==> config.mk <==
export PLATFORM = sky130hd
export DESIGN_NAME = deadline_pacer
export DESIGN_NICKNAME = d
export VERILOG_FILES = /design/src/rtl/sched_pkg.sv /design/src/rtl/sched_timebase.sv /design/src/rtl/sched_deadline.sv /design/src/rtl/sched_outstage.sv /design/src/rtl/deadline_pacer.sv
export SDC_FILE = /design/constraint.sdc
export NUM_CORES = 1
export LEC_CHECK = 0
export BUFFER_PORTS_ARGS = -buffer_cell sky130_fd_sc_hd__buf_2
export CORE_AREA = 2 2 144 146
export CTS_BUF_LIST = sky130_fd_sc_hd__clkbuf_8
export DETAILED_ROUTE_END_ITERATION = 6
export DIE_AREA = 0 0 146 148
export PLACE_DENSITY = 0.78
export SETUP_SLACK_MARGIN = 0.1
export SKIP_LAST_GASP = 1
export SYNTH_ARGS = -nofsm -noshare
export SYNTH_HDL_FRONTEND = slang
export SYNTH_SLANG_ARGS = --single-unit
==> constraint.sdc <==
create_clock -name clk -period 3.4 [get_ports clk]
set_input_delay 0.68 -clock clk [delete_from_list [all_inputs] [get_ports clk]]
set_output_delay 0.68 -clock clk [all_outputs]
set_load 0.1 [all_outputs]
==> src/rtl/sched_pkg.sv <==
package sched_pkg;
  // Width of the captured lead time; kept here so all stages agree.
  localparam int unsigned LEAD_W_DEF = 8;
  localparam int unsigned TIME_W_DEF = 32;
  localparam int unsigned DATA_W_DEF = 24;

  // Schedule events produced by the deadline unit.
  typedef struct packed {
    logic armed;
    logic req;
    logic win;
    logic fire;
  } sched_ev_t;
endpackage

==> src/rtl/sched_timebase.sv <==
module sched_timebase #(
  parameter int unsigned TIME_W = 32,
  parameter logic [TIME_W-1:0] TIME_INIT = '0
) (
  input  logic              clk,
  input  logic              rst_n,
  output logic [TIME_W-1:0] now_o
);
  logic [TIME_W-1:0] now_q;

  // Free-running count; only reset touches it.
  always_ff @(posedge clk) begin
    if (!rst_n) now_q <= TIME_INIT;
    else        now_q <= now_q + 1'b1;
  end

  assign now_o = now_q;
endmodule

==> src/rtl/sched_deadline.sv <==
module sched_deadline
  import sched_pkg::*;
#(
  parameter int unsigned TIME_W = 32,
  parameter int unsigned LEAD_W = 8
) (
  input  logic              clk,
  input  logic              rst_n,
  input  logic              arm_i,
  input  logic              disarm_i,
  input  logic [TIME_W-1:0] interval_i,
  input  logic [LEAD_W-1:0] lead_i,
  input  logic [TIME_W-1:0] now_i,
  output sched_ev_t         ev_o
);
  localparam int unsigned PAD_W = TIME_W - LEAD_W;

  logic [TIME_W-1:0] ivl_q;
  logic [LEAD_W-1:0] lead_q;
  logic [TIME_W-1:0] dl_q;
  logic              armed_q;
  logic              win_q;
  logic [TIME_W-1:0] req_at;
  logic              req_hit;
  logic              fire_hit;

  // Equality on the wrapping count: crossing 2^TIME_W needs no special case.
  assign req_at   = dl_q - {{PAD_W{1'b0}}, lead_q};
  assign req_hit  = armed_q && (now_i == req_at);
  assign fire_hit = armed_q && (now_i == dl_q);

  always_ff @(posedge clk) begin
    if (!rst_n) begin
      ivl_q   <= '0;
      lead_q  <= '0;
      dl_q    <= '0;
      armed_q <= 1'b0;
      win_q   <= 1'b0;
    end else if (arm_i) begin
      ivl_q   <= interval_i;
      lead_q  <= lead_i;
      dl_q    <= now_i + interval_i;
      armed_q <= 1'b1;
      win_q   <= 1'b0;
    end else if (disarm_i) begin
      armed_q <= 1'b0;
      win_q   <= 1'b0;
    end else if (fire_hit) begin
      // Next target comes from the old target, never from the present time.
      dl_q    <= dl_q + ivl_q;
      win_q   <= 1'b0;
    end else if (req_hit) begin
      win_q   <= 1'b1;
    end
  end

  assign ev_o.armed = armed_q;
  assign ev_o.req   = req_hit;
  assign ev_o.win   = req_hit | win_q;
  assign ev_o.fire  = fire_hit;

  AST_REQ_PULSE: assert property (@(posedge clk) disable iff (!rst_n)
    ev_o.req && !arm_i |=> !ev_o.req);
  AST_REQ_NOT_AT_FIRE: assert property (@(posedge clk) disable iff (!rst_n)
    ev_o.req |-> !ev_o.fire);
  AST_FIRE_SPACED: assert property (@(posedge clk) disable iff (!rst_n)
    ev_o.fire |=> !ev_o.fire);
endmodule

==> src/rtl/sched_outstage.sv <==
module sched_outstage
  import sched_pkg::*;
#(
  parameter int unsigned DATA_W = 24
) (
  input  logic              clk,
  input  logic              rst_n,
  input  logic              clear_i,
  input  sched_ev_t         ev_i,
  input  logic              valid_i,
  input  logic [DATA_W-1:0] data_i,
  output logic              ready_o,
  output logic [DATA_W-1:0] out_o,
  output logic              underrun_o
);
  logic              have_q;
  logic [DATA_W-1:0] pend_q;
  logic [DATA_W-1:0] out_q;
  logic              ur_q;
  logic              xfer;

  assign ready_o = ev_i.armed && ev_i.win && !have_q && !ev_i.fire;
  assign xfer    = valid_i && ready_o;

  always_ff @(posedge clk) begin
    if (!rst_n) begin
      have_q <= 1'b0;
      pend_q <= '0;
      out_q  <= '0;
      ur_q   <= 1'b0;
    end else if (clear_i) begin
      have_q <= 1'b0;
      ur_q   <= 1'b0;
    end else if (ev_i.fire) begin
      if (have_q) out_q <= pend_q;
      else        ur_q  <= 1'b1;
      have_q <= 1'b0;
    end else if (xfer) begin
      pend_q <= data_i;
      have_q <= 1'b1;
    end
  end

  assign out_o      = out_q;
  assign underrun_o = ur_q;

  AST_OUT_ONLY_AT_FIRE: assert property (@(posedge clk) disable iff (!rst_n)
    !ev_i.fire |=> $stable(out_o));
  AST_UNDERRUN_STICKY: assert property (@(posedge clk) disable iff (!rst_n)
    underrun_o && !clear_i |=> underrun_o);
  AST_XFER_CLOSES: assert property (@(posedge clk) disable iff (!rst_n)
    xfer && !clear_i |=> !ready_o);
endmodule

==> src/rtl/deadline_pacer.sv <==
module deadline_pacer
  import sched_pkg::*;
#(
  parameter int unsigned TIME_W = TIME_W_DEF,
  parameter int unsigned LEAD_W = LEAD_W_DEF,
  parameter int unsigned DATA_W = DATA_W_DEF,
  parameter logic [TIME_W-1:0] TIME_INIT = '0
) (
  input  logic              clk,
  input  logic              rst_n,
  input  logic              start_i,
  input  logic [TIME_W-1:0] interval_i,
  input  logic [LEAD_W-1:0] lead_i,
  output logic [TIME_W-1:0] now_o,
  output logic              data_req_o,
  input  logic              data_valid_i,
  output logic              data_ready_o,
  input  logic [DATA_W-1:0] data_i,
  output logic [DATA_W-1:0] out_o,
  output logic              underrun_o,
  output logic              cfg_err_o
);
  localparam int unsigned PAD_W = TIME_W - LEAD_W;

  logic [TIME_W-1:0] now;
  sched_ev_t         ev;
  logic              cfg_ok;
  logic              arm;
  logic              disarm;
  logic              cfg_err_q;

  // Legal only when the lead is non-zero and strictly shorter than the period.
  assign cfg_ok = (lead_i != '0) && (interval_i > {{PAD_W{1'b0}}, lead_i});
  assign arm    = start_i && cfg_ok;
  assign disarm = start_i && !cfg_ok;

  always_ff @(posedge clk) begin
    if (!rst_n)       cfg_err_q <= 1'b0;
    else if (start_i) cfg_err_q <= !cfg_ok;
  end

  sched_timebase #(.TIME_W(TIME_W), .TIME_INIT(TIME_INIT)) u_tb (
    .clk   (clk),
    .rst_n (rst_n),
    .now_o (now)
  );

  sched_deadline #(.TIME_W(TIME_W), .LEAD_W(LEAD_W)) u_dl (
    .clk        (clk),
    .rst_n      (rst_n),
    .arm_i      (arm),
    .disarm_i   (disarm),
    .interval_i (interval_i),
    .lead_i     (lead_i),
    .now_i      (now),
    .ev_o       (ev)
  );

  sched_outstage #(.DATA_W(DATA_W)) u_out (
    .clk        (clk),
    .rst_n      (rst_n),
    .clear_i    (start_i),
    .ev_i       (ev),
    .valid_i    (data_valid_i),
    .data_i     (data_i),
    .ready_o    (data_ready_o),
    .out_o      (out_o),
    .underrun_o (underrun_o)
  );

  assign now_o      = now;
  assign data_req_o = ev.req;
  assign cfg_err_o  = cfg_err_q;

  AST_CFG_ERR_QUIET: assert property (@(posedge clk) disable iff (!rst_n)
    cfg_err_o |-> !data_req_o && !data_ready_o);
  AST_START_NO_TIME_JUMP: assert property (@(posedge clk) disable iff (!rst_n)
    start_i |=> now_o != $past(now_o));
endmodule

=== Yosys cells after proc, flatten, opt, wreduce, memory -nomap -nowiden ===
Cells that the tools add are included.

* Register bits: 157
* Bits of input ports: 68
* Output and inout port bits: 60
* Word-level logic and storage cells: 51

* Add/sub/neg operators: 4
* $lt $le $gt $ge: 1
* Eq/ne operators: 3
* Mux-type cells: 5
* Bitwise gates (word level): 5
* Reductions and logical operators: 22

{| class="wikitable"
|+ Operators with widths
! cell !! count
|-
| $mux W32 || 3
|-
| $add A32 B32 Y32 || 2
|-
| $eq A32 B32 Y1 || 2
|-
| $add A32 B1 Y32 const B || 1
|-
| $gt A32 B8 Y1 || 1
|-
| $sub A32 B8 Y32 || 1
|-
| $logic_and A1 B1 Y1 || 9
|-
| $reduce_bool A8 Y1 || 1
|-
| $reduce_and A3 Y1 || 2
|-
| $not A1 Y1 || 4
|-
| $reduce_and A2 Y1 || 2
|-
| $reduce_bool A2 Y1 || 2
|-
| $reduce_or A4 Y1 || 1
|-
| $logic_not A1 Y1 || 3
|-
| $reduce_or A3 Y1 || 1
|-
| $mux W1 || 2
|-
| $ne A2 B2 Y1 const B || 1
|-
| $reduce_or A2 Y1 || 1
|-
| $or A1 B1 Y1 || 1
|}

=== Depth between registers and ports, before layout ===
* Word-level depth: 9
* Gate-level depth with buffers: 15
* Gate-level depth less buffers: 13

=== Cells and area by module ===
Synthesis repeated with hierarchy kept, for this count alone.

* Cell total of the unflattened synthesis: 1,372
* Area total of the unflattened synthesis: 11,212.0 µm²

{| class="wikitable"
|+ By module, submodules not included
! module !! times used !! cells an instance !! area each (µm²) !! seq. area each (µm²)
|-
| sched_deadline || 1 || 940 || 7,475.9 || 1,481.4
|-
| sched_outstage || 1 || 220 || 1,933.1 || 1,001.0
|-
| sched_timebase || 1 || 168 || 1,466.4 || 640.6
|-
| deadline_pacer || 1 || 44 || 336.6 || 20.0
|}

=== Worst setup path after synthesis ===
OpenSTA, ideal clock, no wires.

* Path type: reg-to-output
* Start point: reg u_tb.now_q[2], in the netlist u_tb.now_o[2]
* End point: out data_ready_o
* Data arrival time: 6,108 ps
* Slack: -3,388 ps
* Stages on the path, launching flop included: 12
* Buffers on the path: 1
* Path through: dfxtp_1 > buf_2 > xor2_1 > xnor2_1 > nor3_1 > nand2_1 > or4_1 > a2111oi_2 > o2111ai_1 > nor4_4 > nor2_1 > nor3b_1

* Word-level cells in the longest chain between the ends: 6
* Elaborated cells between the ends (all ways): 9
* Those cells by class: eq/ne (2); bitwise (1); reduce/logical (6)

{| class="wikitable"
|+ RTL lines
! item !! line !! text
|-
| start, declared || sched_timebase.sv:9 || <nowiki>logic [TIME_W-1:0] now_q;</nowiki>
|-
| start signal, assigned || sched_timebase.sv:14 || <nowiki>else now_q <= now_q + 1'b1;</nowiki>
|-
| $eq A32 B32 Y1 || sched_deadline.sv:29 || <nowiki>assign req_hit = armed_q && (now_i == req_at);</nowiki>
|-
| $logic_and A1 B1 Y1 || sched_deadline.sv:29 ||
|-
| net data_req_o || deadline_pacer.sv:15 || <nowiki>output logic data_req_o,</nowiki>
|-
| $or A1 B1 Y1 || sched_deadline.sv:59 || <nowiki>assign ev_o.win = req_hit | win_q;</nowiki>
|-
| $logic_and A1 B1 Y1 (3 in a row) || sched_outstage.sv:22 || <nowiki>assign ready_o = ev_i.armed && ev_i.win && !have_q && !ev_i.fire;</nowiki>
|-
| end, declared || deadline_pacer.sv:17 || <nowiki>output logic data_ready_o,</nowiki>
|}

The timed path passes the listed nets, and every way through them passes these cells.

=== Worst setup path in the final report ===
* Start point: reg u_dl.lead_q[5]
* End point: out data_ready_o

* Word-level cells in the longest chain between the ends: 7

{| class="wikitable"
|+ RTL lines
! item !! line !! text
|-
| start, declared || sched_deadline.sv:19 || <nowiki>logic [LEAD_W-1:0] lead_q;</nowiki>
|-
| start signal, assigned || sched_deadline.sv:41 || <nowiki>lead_q <= lead_i;</nowiki>
|-
| $sub A32 B8 Y32 || sched_deadline.sv:28 || <nowiki>assign req_at = dl_q - {{PAD_W{1'b0}}, lead_q};</nowiki>
|-
| $eq A32 B32 Y1 || sched_deadline.sv:29 ||
|-
| $logic_and A1 B1 Y1 || sched_deadline.sv:29 ||
|-
| $or A1 B1 Y1 || sched_deadline.sv:59 ||
|-
| $logic_and A1 B1 Y1 (3 in a row) || sched_outstage.sv:22 ||
|}

Every way passes these cells.

==> summary.md <==
| Metric | Value |
|---|---|
| Crit. End Element | `primary output` |
| Area Overhead vs Synth | `27.38%` |
| Fmax | `~220 MHz` |
| Outcome | `finished, violations left` |
| First-pass GRT wire length | `between 50 and 60 mm` |
| Initial antenna violation count | `0` |
| DR vias | `11,400` |
| Cts bufs inserted | `17` |
| Pleak | `roughly 6 nW` |
| Gr usage total | `a little under a third` |
| Placed insts | `between 1,500 and 2,000` |
| Comb pwr share | `approximately a quarter` |
| Clock skew | `0.02599 ns` |
| Worst-Skew Late Latency | `roughly 0.5 ns` |
| Non-Filler Instances | `a little under 2,000` |
| TritonCTS clock tree | `built` |
| Worst r2r src | `u_dl.lead_q[5]` |
| Layout cells sized above 1 | `about a quarter` |
| Failing checks | `setup timing` |
| GPL Wtd Cong | `1.007` |
| First-pass DRT Iterations | `5` |
| Clock Path Buffers | `2` |
| Detailed Place HPWL | `about 26 mm` |
| Mean Syn Cell Area | `slightly below 8 µm²` |
| Clock root buffer | `clkbuf_8` |
| Hold path startpoint | `data_i[17]` |
| Worst Max-Slew Pin Slew | `0.7199 ns` |
| Yosys warns | `0` |
| Sink Count | `between 150 and 200` |
| Vias in the first global route | `10,870` |
| Max IR drop VDD | `between 200 and 250 µV` |
| Max-cap violation count | `0` |
| Post-detailed-route wirelength per cell | `between 15 and 20 µm` |
| Starting density of the core | `54.04%` |
| DRC errors left | `0` |
| Final core occ | `between 60% and 70%` |
| Post-route cell area | `roughly 14,000 µm²` |
| Power Internal | `a little over 3 mW` |
| Critical Path RT | `~2.7 ns` |
| Critical path class | `flip-flop to primary output` |
| Count of different cell masters after synthesis | `73` |
| H-tree levels | `4` |
| Startpoint types | `flip-flop` |
| Sequential share of power | `about two fifths` |
| Max transition margin | `~52%` |
| Antenna cells | `0` |
| Worst Setup SP | `u_dl.lead_q[5]` |
| Remaining global-route overflow | `0` |
| IO Pins | `roughly 130` |
| Final WL | `between 30 and 40 mm` |
| Post-DRT Antenna Nets | `0` |
| Post-synth ARST share | `0%` |
| FF-to-FF End | `u_out.pend_q[2]` |
| Post-CTS Hold Buffers | `0` |
| Period minus WS final | `around 4.5 ns` |
| Final worst setup slack | `-1.071 ns` |
| Final hold violations | `0` |
| Clock share of power | `32.3%` |
| R2r worst-path depth | `19` |
| Final Max Tran Viols | `0` |
| IO buf count | `about 130` |
| 1st-iter DRT viols | `between 900 and 1,000` |
| R2R Setup Slk | `-0.65 ns` |
| Sw Pwr | `between 1.5 and 2 mW` |
| Core area | `20,040 µm²` |
| Pin count of the biggest net entering global routing | `70` |
| HP Class | `input port to flip-flop` |
| Top_reg_cell synth | `dfxtp_1` |
| Post-Syn Instances | `approximately 1,400` |
| RSZ-0062 raised after global routing | `yes` |
| Site row count | `52` |
| Die Area | `around 22,000 µm²` |
| Synthesized cell area | `10,830 µm²` |
| Syn_nets | `around 1,500` |
| Pwr dens | `about 340 nW/µm²` |
| Synth cell count leaders | `nand2_1 (248), dfxtp_1 (157), a21oi_1 (150)` |
| Hold Path Stages | `3` |
| Placed cell area | `around 13,000 µm²` |
| Hold EP | `u_out.pend_q[17]` |
| CP max FO | `6` |
| Post-synth EDFFs | `0` |
| Fin Setup TNS | `-17.16 ns` |
| Vias/cell | `roughly 5.8` |
| Fin crit share | `131.5%` |
| Die height | `about 150 µm` |
| Count leader, synth | `nand2_1` |
| Fin nets | `around 1,800` |
| WP data arrival | `approximately 3.8 ns` |
| Die Wd | `approximately 150 µm` |
| Yosys top cell area share | `roughly 29%` |
| Area contributors post-synth | `dfxtp_1 (29%), ha_1 (9.1%), nand2_1 (8.6%)` |
| Setup violators final | `27` |
| Switching share of power | `~35%` |
| Clock Pin Slew Worst Setup and Hold Paths | `between 0.1 and 0.15 ns` |
| Yosys reg bits | `157` |
| Yosys top cell by area | `dfxtp_1` |
| Sequential share of the synthesized area | `between 20% and 30%` |
-- worst max-delay path, cell delays in order (launching register included) --
cell,delay (ns)
dfxtp_1,0.34
inv_1,0.07
ha_4,0.22
a21o_1,0.17
or4_4,0.43
o21ai_4,0.22
nand2_4,0.11
nor3_2,0.21
o221ai_1,0.13
or4_4,0.55
nor4_4,0.30
nor2_2,0.11
nor3b_4,0.24
buf_12,0.21
-- kinds of logic after synthesis --
logic type,share of synthesized area [%]
simple gates,23.04
compound gates,20.24
flops,29.02
xor+xnor,10.68
buf+inv,4.379
fa+ha+maj,9.682
mux,2.958
-- power groups by stage --
stage | clock, mW | combinational [mW] | sequential, mW
after floorplan | 0 | 0.693 | 2.01
after global placement | 0 | 1.15 | 1.98
after detailed placement | 0 | 1.17 | 1.98
after CTS | 1.52 | 1.20 | 1.94
after global routing | 1.60 | 1.35 | 1.95
final | 1.52 | 1.24 | 1.94
-- cell usage in the layout (no fill, tap or decap), types with 12 or more instances in the layout --
cell / count
nor3_1: 21
o21ai_0: 49
dfxtp_1: 139
a21o_1: 27
nand3_1: 25
nand2_1: 248
and2_1: 12
nand2b_1: 12
xnor2_1: 79
clkbuf_8: 17
a31oi_1: 13
nand4_1: 21
inv_1: 40
a21oi_1: 148
ha_1: 74
mux2i_1: 31
xor2_1: 53
buf_2: 125
a211oi_1: 17
nor2_1: 103
dfxtp_2: 18
buf_4: 176
nor2b_1: 13
nor4_1: 18
-- area by class of cell --
cell class | instances | area (µm²)
Fill cell | 1649 | 6245
Clock buffer | 17 | 234.0
Sequential cell | 157 | 3166
Multi-Input combinational cell | 1132 | 7447
Timing Repair Buffer | 318 | 2241
Tap cell | 270 | 337.8
Inverter | 42 | 158.9
Clock inverter | 15 | 210.2
-- registers in the layout, summed over array words and instances, names as in the netlist --
name / count
u_dl.lead_q: 8
u_out.have_q: 1
u_out.pend_q: 24
u_out.underrun_o: 1
cfg_err_o: 1
u_out.out_o: 24
u_dl.win_q: 1
u_dl.armed_q: 1
u_tb.now_o: 32
u_dl.dl_q: 32
u_dl.ivl_q: 32
-- timing repair --
action | CTS | global route
cloned | 2 | 0
endpoints found under the setup margin | 34 | 38
buffers inserted | 7 | 10
gates resized for setup | 22 | 31
pin swaps | 8 | 12
-- worst max-delay path by stage --
stage / cells after the start / endpoint
final: 13 / data_ready_o
after global routing: 14 / data_ready_o
after CTS: 14 / data_ready_o
after detailed placement: 14 / data_ready_o
after global placement: 14 / data_ready_o
after floorplan: 13 / data_ready_o
-- through the flow --
step / hold slack, ns / setup slack [ns] / power (mW)
after floorplan: 0.4350 / -1.864 / 2.706
after global placement: 0.4374 / -0.5860 / 3.125
after detailed placement: 0.4429 / -0.6525 / 3.150
after CTS: 0.4133 / -1.051 / 4.662
after global routing: 0.4124 / -1.210 / 4.893
final: 0.4250 / -1.071 / 4.701
-- per-layer routing --
metal / global-route usage, % / part of all wire, %
met5: 0 / 0
met4: 10.53 / 3.0
met3: 4.568 / 6.5
met2: 54.62 / 49
met1: 39.69 / 42
Note: power is estimated with default switching activity, not from simulation.
